[src/rtl/gpio_port_pkg.sv]
package gpio_port_pkg;
  typedef enum logic [1:0] {
    ADDR_DIR  = 2'd0,
    ADDR_PORT = 2'd1,
    ADDR_LAT  = 2'd2,
    ADDR_NONE = 2'd3
  } gpio_addr_e;
endpackage

[src/rtl/gpio_sync.sv]
module gpio_sync #(
  parameter int WIDTH = 8
) (
  input  logic             clk_i,
  input  logic             rst_ni,
  input  logic [WIDTH-1:0] d_i,
  output logic [WIDTH-1:0] q_o
);
  for (genvar i = 0; i < WIDTH; i++) begin : g_bit
    logic s1_q, s2_q;
    always_ff @(posedge clk_i or negedge rst_ni) begin
      if (!rst_ni) begin
        s1_q <= 1'b0;
        s2_q <= 1'b0;
      end else begin
        s1_q <= d_i[i];
        s2_q <= s1_q;
      end
    end
    assign q_o[i] = s2_q;
  end
endmodule

[src/rtl/gpio_regs.sv]
module gpio_regs
  import gpio_port_pkg::*;
#(
  parameter int               WIDTH     = 8,
  parameter logic [WIDTH-1:0] IMPL_MASK = '1
) (
  input  logic             clk_i,
  input  logic             rst_ni,
  input  gpio_addr_e       addr_i,
  input  logic             we_i,
  input  logic [WIDTH-1:0] wdata_i,
  output logic [WIDTH-1:0] dir_o,
  output logic [WIDTH-1:0] lat_o
);
  logic dir_we, lat_we;

  assign dir_we = we_i && (addr_i == ADDR_DIR);
  // port and latch addresses share one storage
  assign lat_we = we_i && (addr_i == ADDR_PORT || addr_i == ADDR_LAT);

  always_ff @(posedge clk_i or negedge rst_ni) begin
    if (!rst_ni) begin
      dir_o <= IMPL_MASK;
      lat_o <= '0;
    end else begin
      if (dir_we) dir_o <= wdata_i & IMPL_MASK;
      if (lat_we) lat_o <= wdata_i & IMPL_MASK;
    end
  end


  dir_wr_chk: assert property (@(posedge clk_i) disable iff (!rst_ni)
    (we_i && addr_i == ADDR_DIR) |=> dir_o == ($past(wdata_i) & IMPL_MASK));

  port_alias_chk: assert property (@(posedge clk_i) disable iff (!rst_ni)
    (we_i && addr_i == ADDR_PORT) |=> lat_o == ($past(wdata_i) & IMPL_MASK));

  none_wr_chk: assert property (@(posedge clk_i) disable iff (!rst_ni)
    (addr_i == ADDR_NONE) |=> ($stable(dir_o) && $stable(lat_o)));
endmodule

[src/rtl/gpio_rdmux.sv]
module gpio_rdmux
  import gpio_port_pkg::*;
#(
  parameter int WIDTH = 8
) (
  input  logic             clk_i,
  input  logic             rst_ni,
  input  gpio_addr_e       addr_i,
  input  logic [WIDTH-1:0] dir_i,
  input  logic [WIDTH-1:0] lat_i,
  input  logic [WIDTH-1:0] pins_i,
  output logic [WIDTH-1:0] rdata_o
);
  logic [WIDTH-1:0] rd_d;

  always_comb begin
    unique case (addr_i)
      ADDR_DIR:  rd_d = dir_i;
      ADDR_PORT: rd_d = pins_i;
      ADDR_LAT:  rd_d = lat_i;
      default:   rd_d = '0;
    endcase
  end

  always_ff @(posedge clk_i or negedge rst_ni) begin
    if (!rst_ni) rdata_o <= '0;
    else         rdata_o <= rd_d;
  end


  lat_rd_chk: assert property (@(posedge clk_i) disable iff (!rst_ni)
    (addr_i == ADDR_LAT) |=> rdata_o == $past(lat_i));

  none_rd_chk: assert property (@(posedge clk_i) disable iff (!rst_ni)
    (addr_i == ADDR_NONE) |=> rdata_o == '0);
endmodule

[src/rtl/gpio_port.sv]
module gpio_port
  import gpio_port_pkg::*;
#(
  parameter int               WIDTH     = 8,
  parameter logic [WIDTH-1:0] IMPL_MASK = {1'b0, {(WIDTH-1){1'b1}}}
) (
  input  logic             clk_i,
  input  logic             rst_ni,
  input  logic [1:0]       addr_i,
  input  logic             we_i,
  input  logic [WIDTH-1:0] wdata_i,
  output logic [WIDTH-1:0] rdata_o,
  input  logic [WIDTH-1:0] pad_in_i,
  output logic [WIDTH-1:0] pad_out_o,
  output logic [WIDTH-1:0] pad_oe_o
);
  gpio_addr_e       addr;
  logic [WIDTH-1:0] dir_q, lat_q, sync_q;

  assign addr = gpio_addr_e'(addr_i);

  gpio_regs #(.WIDTH(WIDTH), .IMPL_MASK(IMPL_MASK)) u_regs (
    .clk_i, .rst_ni, .addr_i(addr), .we_i, .wdata_i,
    .dir_o(dir_q), .lat_o(lat_q)
  );

  gpio_sync #(.WIDTH(WIDTH)) u_sync (
    .clk_i, .rst_ni, .d_i(pad_in_i), .q_o(sync_q)
  );

  gpio_rdmux #(.WIDTH(WIDTH)) u_rdmux (
    .clk_i, .rst_ni, .addr_i(addr), .dir_i(dir_q), .lat_i(lat_q),
    .pins_i(sync_q & IMPL_MASK), .rdata_o
  );

  // missing pins are forced to input
  assign pad_oe_o  = ~dir_q & IMPL_MASK;
  assign pad_out_o = lat_q;


  impl_mask_chk: assert property (@(posedge clk_i) disable iff (!rst_ni)
    ((pad_oe_o | pad_out_o | rdata_o) & ~IMPL_MASK) == '0);

  oe_follow_chk: assert property (@(posedge clk_i) disable iff (!rst_ni)
    (we_i && addr_i == 2'd0) |=> pad_oe_o == (~$past(wdata_i) & IMPL_MASK));
endmodule

[config.mk]
export PLATFORM = sky130hd
export DESIGN_NAME = gpio_port
export DESIGN_NICKNAME = d
export VERILOG_FILES = /design/src/rtl/gpio_port_pkg.sv /design/src/rtl/gpio_sync.sv /design/src/rtl/gpio_regs.sv /design/src/rtl/gpio_rdmux.sv /design/src/rtl/gpio_port.sv
export SDC_FILE = /design/constraint.sdc
export NUM_CORES = 1
export LEC_CHECK = 0
export ABC_CLOCK_PERIOD_IN_PS = 1200
export BUFFER_PORTS_ARGS = -buffer_cell sky130_fd_sc_hd__buf_4
export CAP_MARGIN = 20
export CELL_PAD_IN_SITES_DETAIL_PLACEMENT = 0
export CELL_PAD_IN_SITES_GLOBAL_PLACEMENT = 1
export CORE_MARGIN = 8
export CORE_UTILIZATION = 40
export CTS_CLUSTER_DIAMETER = 200
export DETAILED_ROUTE_END_ITERATION = 8
export PLACE_DENSITY_LB_ADDON = 0.1
export RECOVER_POWER = 25
export SYNTH_ARGS = -nofsm -noshare
export SYNTH_HDL_FRONTEND = slang
export SYNTH_HIERARCHICAL = 1
export SYNTH_SLANG_ARGS = --single-unit
[constraint.sdc]
create_clock -name clk_i -period 1.2 [get_ports clk_i]
set_clock_uncertainty 0.15 [all_clocks]
set_input_delay 0.36 -clock clk_i [delete_from_list [all_inputs] [get_ports clk_i]]
set_output_delay 0.36 -clock clk_i [all_outputs]
set_load 0.01 [all_outputs]
==> run_summary.xml, run 1 <==
<?xml version="1.0" encoding="UTF-8"?>
<metrics>
  <group name="global_route">
    <metric name="grt_remaining_overflow" unit="">0</metric>
    <metric name="first_global_vias" unit="">1033</metric>
    <metric name="first_pass_grt_wire_length" unit="um">5090</metric>
    <metric name="grt_use_total" unit="%">12.5</metric>
    <metric name="antenna_found_initial" unit="">0</metric>
    <metric name="grt_max_degree" unit="">37</metric>
  </group>
  <group name="detailed_routing">
    <metric name="detail_route.wirelength.met1" unit="um">1290</metric>
    <metric name="drt.antenna.violating_nets" unit="">0</metric>
    <metric name="top_signal_layer_used" unit="">met4</metric>
    <metric name="wl_met3" unit="um">283</metric>
    <metric name="detailroute.wirelength.met2" unit="um">1300</metric>
    <metric name="drc" unit="">0</metric>
    <metric name="drt_wl_total" unit="um">2920</metric>
    <metric name="firstDrtPassIters" unit="">4</metric>
    <metric name="wl_per_cell" unit="um">14.6</metric>
    <metric name="vias_per_cell" unit="">4.43</metric>
    <metric name="routed-via-count" unit="">885</metric>
    <metric name="first_iter_violations" unit="">30</metric>
  </group>
  <group name="power_and_ir_drop">
    <metric name="pwr_density_cell" unit="nW/um2">1430</metric>
    <metric name="internal_power" unit="W">0.00216</metric>
    <metric name="power.share.clock" unit="%">20.0</metric>
    <metric name="combinationalPowerShare" unit="%">29.2</metric>
    <metric name="sw_frac_of_total" unit="%">26.4</metric>
    <metric name="power_frac_seq" unit="%">50.8</metric>
    <metric name="p_leak" unit="nW">1.00</metric>
    <metric name="ir_worst_vdd" unit="mV">0.729</metric>
    <metric name="switchingPower" unit="W">0.000774</metric>
  </group>
  <group name="timing">
    <metric name="fmax" unit="MHz">650</metric>
    <metric name="grt_setup_unrepaired" unit="">true</metric>
    <metric name="final.min_clock_period" unit="ps">1540</metric>
    <metric name="min_period_over_period" unit="%">128</metric>
    <metric name="slew_viol_final" unit="">0</metric>
    <metric name="hold_violations" unit="">0</metric>
    <metric name="fin_setup_tns" unit="ps">-4760</metric>
    <metric name="layout_setup_ws" unit="ps">-339</metric>
    <metric name="final-setup-viol-count" unit="">22</metric>
  </group>
  <group name="layout">
    <metric name="syn_to_final_growth" unit="%">46.3</metric>
    <metric name="final_core_utilization" unit="%">61.2</metric>
    <metric name="final_net_count" unit="">176</metric>
    <metric name="post_route_cells_drive_above_1_share" unit="%">62.3</metric>
    <metric name="antennaDiodeCount" unit="">0</metric>
    <metric name="fillers" unit="">301</metric>
    <metric name="multi_input_area" unit="um2">414</metric>
    <metric name="seq_area" unit="um2">910</metric>
  </group>
  <group name="floorplanning">
    <metric name="rows" unit="">21</metric>
    <metric name="die_area" unit="um2">5670</metric>
    <metric name="design.core.area" unit="um2">3360</metric>
    <metric name="die-height" unit="um">75.3</metric>
    <metric name="floorplan.die.width" unit="um">75.3</metric>
    <metric name="initial_core_util" unit="%">41.8</metric>
    <metric name="io_pins" unit="">45</metric>
  </group>
  <group name="clock_tree">
    <metric name="clock-sinks" unit="">36</metric>
    <metric name="cts.root.buffer_cell" unit="">sky130_fd_sc_hd__clkbuf_4</metric>
    <metric name="clk-insertion-delay-late" unit="ps">330</metric>
    <metric name="cts_inserted_buffers" unit="">5</metric>
    <metric name="clock_tree_from_tritoncts" unit="">yes</metric>
    <metric name="clkSlewWorstSetupHoldPaths" unit="ps">100</metric>
    <metric name="htreeDepth" unit="">2</metric>
    <metric name="ctsLongestPathBuffers" unit="">2</metric>
  </group>
  <group name="synth">
    <metric name="synthesis.instances" unit="">94</metric>
    <metric name="post_synth_instance_area" unit="um2">1410</metric>
    <metric name="avgSynthCellArea" unit="um2">15.0</metric>
    <metric name="yosys_warnings" unit="">6</metric>
  </group>
  <group name="min_path">
    <metric name="worst_hold_path_type" unit="">in -&gt; reg</metric>
  </group>
  <group name="setup_path">
    <metric name="critPathArrivalTime" unit="ps">1030</metric>
    <metric name="setup.worst_path.start_class" unit="">flip-flop</metric>
    <metric name="end_kind" unit="">output port</metric>
    <metric name="critPathMaxFanout" unit="">2</metric>
    <metric name="cp_data_required_time" unit="ps">690</metric>
    <metric name="timing_worst_setup_path_type" unit="">reg -&gt; out</metric>
  </group>
  <group name="placement">
    <metric name="port_buffers" unit="">40</metric>
    <metric name="dpl_worst_slack" unit="ps">-264</metric>
    <metric name="globalplace.congestion" unit="">0.678</metric>
    <metric name="hpwl_dp" unit="um">1940</metric>
  </group>
  <group name="run_status">
    <metric name="failing_checks" unit="">setup timing</metric>
    <metric name="run_status" unit="">finished with violations</metric>
  </group>
  <group name="job">
    <metric name="max_cap_viol" unit="">0</metric>
  </group>
</metrics>
-- per-stage QoR --
step / power (W) / std cells / instance area, um2 / hold WS [ps]
after CTS: 0.00298 / 199 / 2050 / 86.3
after global placement: 0.00214 / 175 / 1770 / 183
final: 0.00293 / 200 / 2060 / 110
after global routing: 0.00312 / 200 / 2060 / 82.9
after detailed placement: 0.00216 / 175 / 1770 / 185
after floorplan: 0.00182 / 96 / 1480 / -85.6
-- worst max-delay path, stage by stage (launching register included) --
cell	delay, ps
sky130_fd_sc_hd__dfstp_2	560
sky130_fd_sc_hd__inv_2	40
sky130_fd_sc_hd__buf_6	110
-- power groups by stage --
stage	registers (W)	logic [W]	clock network (W)
detailed placement	0.00150	0.000652	0
CTS	0.00149	0.000863	0.000624
floorplan	0.00153	0.000291	0
global placement	0.00150	0.000641	0
finish	0.00149	0.000857	0.000586
global route	0.00151	0.000941	0.000669
-- area by class of cell --
type	count	area share [%]
clock buffers	6	2.01
clock inverters	1	0.243
inverters	9	2.25
multi-input cells	38	20.1
flip-flops and latches	36	44.2
well taps	46	2.80
repair buffers	64	28.3
-- sequential cells by signal (all words and copies together), names as in the netlist --
| name | count |
|---|---|
| u_regs/lat_o | 7 |
| u_rdmux/rdata_o | 8 |
| u_regs/dir_o | 7 |
| u_sync/g_bit.s2_q | 7 |
| u_sync/g_bit.s1_q | 7 |
-- cells in the final DEF (no fill, tap or decap) --
cell type / n
sky130_fd_sc_hd__ha_4: 1
sky130_fd_sc_hd__mux2_2: 7
sky130_fd_sc_hd__o2bb2ai_1: 8
sky130_fd_sc_hd__buf_6: 22
sky130_fd_sc_hd__dfstp_2: 7
sky130_fd_sc_hd__dlygate4sd3_1: 8
sky130_fd_sc_hd__clkbuf_4: 13
sky130_fd_sc_hd__clkbuf_1: 1
sky130_fd_sc_hd__inv_8: 1
sky130_fd_sc_hd__inv_2: 7
sky130_fd_sc_hd__nor2b_4: 1
sky130_fd_sc_hd__buf_4: 26
sky130_fd_sc_hd__dfrtp_1: 29
sky130_fd_sc_hd__inv_6: 1
sky130_fd_sc_hd__nand2_2: 1
sky130_fd_sc_hd__mux2_4: 7
sky130_fd_sc_hd__clkinv_2: 1
sky130_fd_sc_hd__nand2_8: 1
sky130_fd_sc_hd__conb_1: 4
sky130_fd_sc_hd__mux2i_1: 8
-- per-layer routing --
metal	up-vias	GRT usage [%]
met4	0	4.48
met1	421	14.2
met5	-	0
li1	421	-
met3	6	6.32
met2	37	19.7
-- repair_timing --
action | in CTS | in global routing
endpoints found under the hold margin | 36 | 0
setup endpoints to repair | 22 | 22
hold buffers | 8 | 0
setup buffers | 9 | 1
gates resized for setup | 29 | 0
cloned | 0 | 0
-- path summary, 6_finish.rpt --
check | startpoint | to | slack (ps) | cells after the start
max | u_regs/dir_o[1] | pad_oe_o[1] | -340 | 2
min | wdata_i[2] | u_regs/lat_o[2] | 110 | 2
max reg2reg | u_regs/lat_o[5] | u_regs/lat_o[5] | 40 | 3
min reg2reg | u_sync/g_bit[6].s1_q | u_sync/g_bit[6].s2_q | 200 | 0
max in group asynchronous | rst_ni | u_regs/dir_o[5] | 160 | 2
min in group asynchronous | rst_ni | u_sync/g_bit[6].s2_q | 390 | 2
(Power assumes the default switching activity.)
==> run 2: changes to the inputs <==
--- a/config.mk
+++ b/config.mk
@@ -15,7 +15,7 @@
 export CTS_CLUSTER_DIAMETER = 200
 export DETAILED_ROUTE_END_ITERATION = 8
 export PLACE_DENSITY_LB_ADDON = 0.1
-export RECOVER_POWER = 25
+export RECOVER_POWER = 100
 export SYNTH_ARGS = -nofsm -noshare
 export SYNTH_HDL_FRONTEND = slang
 export SYNTH_HIERARCHICAL = 1
==> run 2 against run 1 <==
Against the previous run: the flow still finishes with violations (setup timing); non-clock buffer count did not move; clock power barely moved; combinational power fell by 0.9%; critical path type unchanged.
==> run_summary.xml, run 2 (synthesis gave the netlist of run 1 again) <==
<?xml version="1.0" encoding="UTF-8"?>
<metrics>
  <group name="detailed_routing">
    <metric name="drt.antenna.violating_nets" unit="">0</metric>
    <metric name="drc" unit="">0</metric>
    <metric name="wl_per_cell" unit="um">14.6</metric>
    <metric name="vias_per_cell" unit="">4.43</metric>
    <metric name="drt_wl_total" unit="um">2930</metric>
    <metric name="first_iter_violations" unit="">30</metric>
    <metric name="firstDrtPassIters" unit="">4</metric>
    <metric name="routed-via-count" unit="">885</metric>
  </group>
  <group name="layout">
    <metric name="post_route_cells_drive_above_1_share" unit="%">60.4</metric>
    <metric name="final_net_count" unit="">176</metric>
    <metric name="final_core_utilization" unit="%">60.7</metric>
    <metric name="max_flop_register" unit="">u_rdmux/rdata_o</metric>
    <metric name="layout.cells.most_common_list" unit="">sky130_fd_sc_hd__dfrtp_1 (29), sky130_fd_sc_hd__buf_4 (25), sky130_fd_sc_hd__buf_6 (22)</metric>
    <metric name="largest_register_ff_count" unit="">8</metric>
    <metric name="layout.cells.most_common" unit="">sky130_fd_sc_hd__dfrtp_1</metric>
    <metric name="antennaDiodeCount" unit="">0</metric>
    <metric name="syn_to_final_growth" unit="%">45.2</metric>
  </group>
  <group name="floorplanning">
    <metric name="rows" unit="">21</metric>
    <metric name="die-height" unit="um">75.3</metric>
    <metric name="die_area" unit="um2">5670</metric>
    <metric name="floorplan.die.width" unit="um">75.3</metric>
    <metric name="initial_core_util" unit="%">41.8</metric>
    <metric name="design.core.area" unit="um2">3360</metric>
    <metric name="io_pins" unit="">45</metric>
  </group>
  <group name="min_path">
    <metric name="hold_end" unit="">u_regs/lat_o[2]</metric>
    <metric name="min-delay-start" unit="">wdata_i[2]</metric>
    <metric name="timing.hold.worst_path_depth" unit="">2</metric>
    <metric name="worst_hold_path_type" unit="">in -&gt; reg</metric>
  </group>
  <group name="global_route">
    <metric name="grt_remaining_overflow" unit="">0</metric>
    <metric name="grt_use_total" unit="%">12.5</metric>
    <metric name="first_global_vias" unit="">1033</metric>
    <metric name="grt_max_degree" unit="">37</metric>
    <metric name="first_pass_grt_wire_length" unit="um">5090</metric>
    <metric name="antenna_found_initial" unit="">0</metric>
  </group>
  <group name="placement">
    <metric name="globalplace.congestion" unit="">0.678</metric>
    <metric name="port_buffers" unit="">40</metric>
    <metric name="dpl_worst_slack" unit="ps">-264</metric>
    <metric name="hpwl_dp" unit="um">1940</metric>
  </group>
  <group name="run_status">
    <metric name="failing_checks" unit="">setup timing</metric>
    <metric name="run_status" unit="">finished with violations</metric>
  </group>
  <group name="timing">
    <metric name="min_period_over_period" unit="%">128</metric>
    <metric name="slew_viol_final" unit="">0</metric>
    <metric name="final-setup-viol-count" unit="">29</metric>
    <metric name="hold_violations" unit="">0</metric>
    <metric name="layout_setup_ws" unit="ps">-340</metric>
    <metric name="final.min_clock_period" unit="ps">1540</metric>
    <metric name="grt_setup_unrepaired" unit="">true</metric>
    <metric name="fmax" unit="MHz">649</metric>
  </group>
  <group name="clock_tree">
    <metric name="clk-insertion-delay-late" unit="ps">330</metric>
    <metric name="cts_inserted_buffers" unit="">5</metric>
    <metric name="clock_tree_from_tritoncts" unit="">yes</metric>
    <metric name="htreeDepth" unit="">2</metric>
    <metric name="clkSlewWorstSetupHoldPaths" unit="ps">100</metric>
    <metric name="cts.root.buffer_cell" unit="">sky130_fd_sc_hd__clkbuf_4</metric>
    <metric name="ctsLongestPathBuffers" unit="">2</metric>
    <metric name="clock-sinks" unit="">36</metric>
  </group>
  <group name="power_and_ir_drop">
    <metric name="power_frac_seq" unit="%">50.9</metric>
    <metric name="switchingPower" unit="W">0.000773</metric>
    <metric name="p_leak" unit="nW">1.00</metric>
    <metric name="ir_worst_vdd" unit="mV">0.731</metric>
    <metric name="sw_frac_of_total" unit="%">26.5</metric>
    <metric name="internal_power" unit="W">0.00215</metric>
    <metric name="pwr_density_cell" unit="nW/um2">1430</metric>
    <metric name="power.share.clock" unit="%">20.1</metric>
    <metric name="combinationalPowerShare" unit="%">29.1</metric>
  </group>
  <group name="setup_path">
    <metric name="r2r-end" unit="">u_regs/lat_o[5]</metric>
    <metric name="timing.rr.start" unit="">u_regs/lat_o[5]</metric>
    <metric name="end_kind" unit="">output port</metric>
    <metric name="setup.worst_path.start_class" unit="">flip-flop</metric>
    <metric name="critPathArrivalTime" unit="ps">1030</metric>
    <metric name="timing.critical_path.buf_inv" unit="">2</metric>
    <metric name="timing_worst_setup_path_type" unit="">reg -&gt; out</metric>
    <metric name="timing.critical_path.slowest_cell_delay" unit="ps">560</metric>
    <metric name="worst-r2r-cell-count" unit="">3</metric>
    <metric name="cpMaxStageDelayCell" unit="">sky130_fd_sc_hd__dfstp_2</metric>
    <metric name="critPathMaxFanout" unit="">2</metric>
    <metric name="cp_data_required_time" unit="ps">690</metric>
    <metric name="reg2reg_setup_slack" unit="ps">40</metric>
    <metric name="path_cells" unit="">inv_2 -&gt; buf_6</metric>
    <metric name="timing.critical_path.max_delay_family" unit="">flip-flops</metric>
  </group>
  <group name="job">
    <metric name="max_cap_viol" unit="">0</metric>
  </group>
</metrics>
[run 2: changes by cell type in the layout (fill, tap and decap cells not counted)]
| cell | previous run | this run |
|---|---|---|
| sky130_fd_sc_hd__clkbuf_2 | 0 | 1 |
| sky130_fd_sc_hd__ha_1 | 0 | 1 |
| sky130_fd_sc_hd__buf_4 | 26 | 25 |
| sky130_fd_sc_hd__dfstp_1 | 0 | 1 |
| sky130_fd_sc_hd__mux2_2 | 7 | 6 |
| sky130_fd_sc_hd__dfstp_2 | 7 | 6 |
| sky130_fd_sc_hd__mux2_1 | 0 | 1 |
| sky130_fd_sc_hd__ha_4 | 1 | 0 |
[run 2: power groups by stage]
stage               clock network [W]  logic [W]  registers (W)
finish                       0.000586   0.000849        0.00149
global route                 0.000669   0.000932        0.00151
CTS                          0.000624   0.000863        0.00149
detailed placement                  0   0.000652        0.00150
global placement                    0   0.000641        0.00150
floorplan                           0   0.000291        0.00153
[run 2: repair_timing]
item / CTS / global route
resized for setup: 29 / 0
hold buffers: 8 / 0
setup buffers: 9 / 1
endpoints found under the hold margin: 36 / 0
endpoints found under the setup margin: 22 / 22
[run 2: worst max-delay path by stage]
stage	cells after the start	slack (ps)	endpoint	from
4_1_cts	2	-370	pad_oe_o[1]	u_regs/dir_o[1]
6_report	2	-340	pad_oe_o[1]	u_regs/dir_o[1]
3_5_place_dp	5	-260	u_regs/lat_o[0]	addr_i[0]
5_1_grt	2	-400	pad_oe_o[1]	u_regs/dir_o[1]
2_1_floorplan	4	-90	u_regs/lat_o[0]	addr_i[0]
3_3_place_gp	5	-250	u_regs/lat_o[3]	addr_i[0]
[run 2: per-stage QoR]
step                area (um2)  instances  TNS [ps]  power (W)  hold WS, ps
CTS                       2050        199     -5350    0.00298         86.3
global placement          1770        175     -4210    0.00214          183
global route              2040        200     -6350    0.00311         82.9
floorplan                 1480         96      -601    0.00182        -85.6
finish                    2040        200     -5130    0.00292          110
detailed placement        1770        175     -4420    0.00216          185
[run 2: worst reg2reg max path, cell delays in order, from the launching register on]
cell	delay, ps
sky130_fd_sc_hd__dfrtp_1	400
sky130_fd_sc_hd__buf_4	130
sky130_fd_sc_hd__buf_4	120
sky130_fd_sc_hd__mux2_4	250
[run 2: area by class of cell]
class	instances	area, um2
clock buffer	6	41.3
inverter	9	46.3
fill	303	1320
clock inverter	1	5.00
timing repair buffer	64	581
tap	46	57.6
multi-input combinational	38	402
sequential	36	910
[run 2: layer usage]
layer | part of all wire [%] | global-route usage (%)
met5 | 0 | 0
met4 | 1.7 | 4.48
met3 | 9.7 | 6.32
met2 | 44 | 19.7
met1 | 44 | 14.2
==> run 3: changes to the inputs <==
--- a/config.mk
+++ b/config.mk
@@ -14,9 +14,11 @@
 export CORE_UTILIZATION = 40
 export CTS_CLUSTER_DIAMETER = 200
 export DETAILED_ROUTE_END_ITERATION = 8
+export HOLD_SLACK_MARGIN = 0.15
 export PLACE_DENSITY_LB_ADDON = 0.1
 export RECOVER_POWER = 100
 export SYNTH_ARGS = -nofsm -noshare
 export SYNTH_HDL_FRONTEND = slang
 export SYNTH_HIERARCHICAL = 1
 export SYNTH_SLANG_ARGS = --single-unit
+export TNS_END_PERCENT = 100
==> run 3 against run 2 <==
Against the previous run: register-to-register slack barely moved; sequential power hardly changed; count of clock-buffer cells in the layout stayed put; die area unchanged; power up 0.89%; worst hold slack improved by 95 ps; first-iteration DRC count down 3.3%; the run still ends with setup timing left; combinational power grew 2.9%; design area increased by 3.7%; worst setup slack got worse by 12 ps; global-route usage grew 0.35 points; utilization is 2.3 points higher.
==> run_summary.xml, run 3 (synthesis gave the netlist of run 1 again) <==
<?xml version="1.0" encoding="UTF-8"?>
<metrics>
  <group name="layout">
    <metric name="final_cells" unit="">208</metric>
    <metric name="max_flop_register" unit="">u_rdmux/rdata_o</metric>
    <metric name="layout.cells.most_common_list" unit="">sky130_fd_sc_hd__dfrtp_1 (29), sky130_fd_sc_hd__buf_6 (22), sky130_fd_sc_hd__buf_4 (20)</metric>
    <metric name="final_net_count" unit="">184</metric>
    <metric name="syn_to_final_growth" unit="%">50.6</metric>
    <metric name="finish.instance_area" unit="um2">2120</metric>
    <metric name="final_core_utilization" unit="%">63.0</metric>
    <metric name="largest_register_ff_count" unit="">8</metric>
    <metric name="post_route_cells_drive_above_1_share" unit="%">57.4</metric>
    <metric name="layout.cells.most_common" unit="">sky130_fd_sc_hd__dfrtp_1</metric>
    <metric name="antennaDiodeCount" unit="">0</metric>
  </group>
  <group name="timing">
    <metric name="fin_setup_tns" unit="ps">-4900</metric>
    <metric name="fmax" unit="MHz">645</metric>
    <metric name="grt_setup_unrepaired" unit="">true</metric>
    <metric name="min_period_over_period" unit="%">129</metric>
    <metric name="slew_viol_final" unit="">0</metric>
    <metric name="final.min_clock_period" unit="ps">1550</metric>
    <metric name="hold_slack" unit="ps">205</metric>
    <metric name="final-setup-viol-count" unit="">26</metric>
    <metric name="hold_violations" unit="">0</metric>
    <metric name="layout_setup_ws" unit="ps">-351</metric>
  </group>
  <group name="detailed_routing">
    <metric name="first_iter_violations" unit="">29</metric>
    <metric name="detailroute.wirelength.met2" unit="um">1430</metric>
    <metric name="top_signal_layer_used" unit="">met4</metric>
    <metric name="drt.antenna.violating_nets" unit="">0</metric>
    <metric name="wl_met3" unit="um">283</metric>
    <metric name="detail_route.wirelength.met1" unit="um">1300</metric>
    <metric name="routed-via-count" unit="">910</metric>
    <metric name="wl_per_cell" unit="um">14.7</metric>
    <metric name="drt_wl_total" unit="um">3050</metric>
    <metric name="vias_per_cell" unit="">4.38</metric>
    <metric name="drc" unit="">0</metric>
    <metric name="firstDrtPassIters" unit="">4</metric>
  </group>
  <group name="floorplanning">
    <metric name="rows" unit="">21</metric>
    <metric name="die-height" unit="um">75.3</metric>
    <metric name="design.core.area" unit="um2">3360</metric>
    <metric name="io_pins" unit="">45</metric>
    <metric name="die_area" unit="um2">5670</metric>
    <metric name="initial_core_util" unit="%">41.8</metric>
    <metric name="floorplan.die.width" unit="um">75.3</metric>
  </group>
  <group name="placement">
    <metric name="globalplace.congestion" unit="">0.678</metric>
    <metric name="placedCellCount" unit="">175</metric>
    <metric name="port_buffers" unit="">40</metric>
    <metric name="hpwl_dp" unit="um">1940</metric>
    <metric name="dpl-instance-area" unit="um2">1770</metric>
  </group>
  <group name="setup_path">
    <metric name="setup.worst_path.start_class" unit="">flip-flop</metric>
    <metric name="critPathMaxFanout" unit="">2</metric>
    <metric name="timing_worst_setup_path_type" unit="">reg -&gt; out</metric>
    <metric name="end_kind" unit="">output port</metric>
    <metric name="critPathArrivalTime" unit="ps">1040</metric>
    <metric name="cp_data_required_time" unit="ps">690</metric>
    <metric name="reg2reg_setup_slack" unit="ps">40</metric>
  </group>
  <group name="clock_tree">
    <metric name="clock_tree_from_tritoncts" unit="">yes</metric>
    <metric name="clk-insertion-delay-late" unit="ps">340</metric>
    <metric name="clkSlewWorstSetupHoldPaths" unit="ps">100</metric>
    <metric name="cts_inserted_buffers" unit="">5</metric>
    <metric name="htreeDepth" unit="">2</metric>
    <metric name="clock-sinks" unit="">36</metric>
    <metric name="ctsLongestPathBuffers" unit="">2</metric>
    <metric name="cts.root.buffer_cell" unit="">sky130_fd_sc_hd__clkbuf_4</metric>
  </group>
  <group name="global_route">
    <metric name="antenna_found_initial" unit="">0</metric>
    <metric name="first_global_vias" unit="">1050</metric>
    <metric name="grt_use_total" unit="%">12.8</metric>
    <metric name="first_pass_grt_wire_length" unit="um">5140</metric>
    <metric name="grt_remaining_overflow" unit="">0</metric>
    <metric name="grt_max_degree" unit="">37</metric>
  </group>
  <group name="run_status">
    <metric name="run_status" unit="">finished with violations</metric>
    <metric name="failing_checks" unit="">setup timing</metric>
  </group>
  <group name="power_and_ir_drop">
    <metric name="ir_worst_vdd" unit="mV">0.728</metric>
    <metric name="p_leak" unit="nW">1.04</metric>
    <metric name="pwr_density_cell" unit="nW/um2">1390</metric>
  </group>
  <group name="job">
    <metric name="max_cap_viol" unit="">0</metric>
  </group>
  <group name="min_path">
    <metric name="worst_hold_path_type" unit="">reg -&gt; reg</metric>
  </group>
</metrics>
-- run 3: worst paths after layout --
kind / from / to / depth (start not counted)
min: u_sync/g_bit[6].s1_q / u_sync/g_bit[6].s2_q / 0
min reg2reg: u_sync/g_bit[6].s1_q / u_sync/g_bit[6].s2_q / 0
max reg2reg: u_regs/lat_o[5] / u_regs/lat_o[5] / 3
max: u_regs/dir_o[3] / pad_oe_o[3] / 2
max in group asynchronous: rst_ni / u_regs/dir_o[4] / 2
min in group asynchronous: rst_ni / u_sync/g_bit[6].s2_q / 2
-- run 3: area by class of cell --
cell class,instances,area [um2]
clock inverter,1,5.00
clock buffer,6,41.3
timing repair buffer,72,653
inverter,9,46.3
multi-input combinational,38,405
fill,297,1240
sequential,36,910
tap,46,57.6
-- run 3: metrics by stage --
stage                     power [W]  worst slack, ps
final                       0.00295             -351
after floorplan             0.00182            -85.8
after global placement      0.00214             -251
after global routing        0.00314             -407
after CTS                   0.00300             -366
after detailed placement    0.00216             -264
-- run 3: timing repair --
action                                 4_1_cts  5_1_grt
setup endpoints to repair                   22       24
gates cloned                                 0        0
endpoints found under the hold margin       57        2
pin swaps                                    0        1
setup buffers                                9        2
resized for setup                           29        1
hold buffers                                15        1
-- run 3: where the power goes --
group	internal, W	total (W)	switching [W]
sequential	0.00139	0.00149	0.0000939
clock	0.000216	0.000587	0.000372
combinational	0.000560	0.000874	0.000314
-- run 3: routing by layer --
metal / track usage, % / vias up
met3: 6.71 / 5
met1: 14.2 / 433
li1: - / 437
met2: 20.4 / 35
met5: 0 / -
met4: 4.90 / 0
-- run 3: critical path, cell delays in order, from the launching register on --
cell	delay [ps]
sky130_fd_sc_hd__dfstp_1	560
sky130_fd_sc_hd__inv_2	40
sky130_fd_sc_hd__buf_6	110
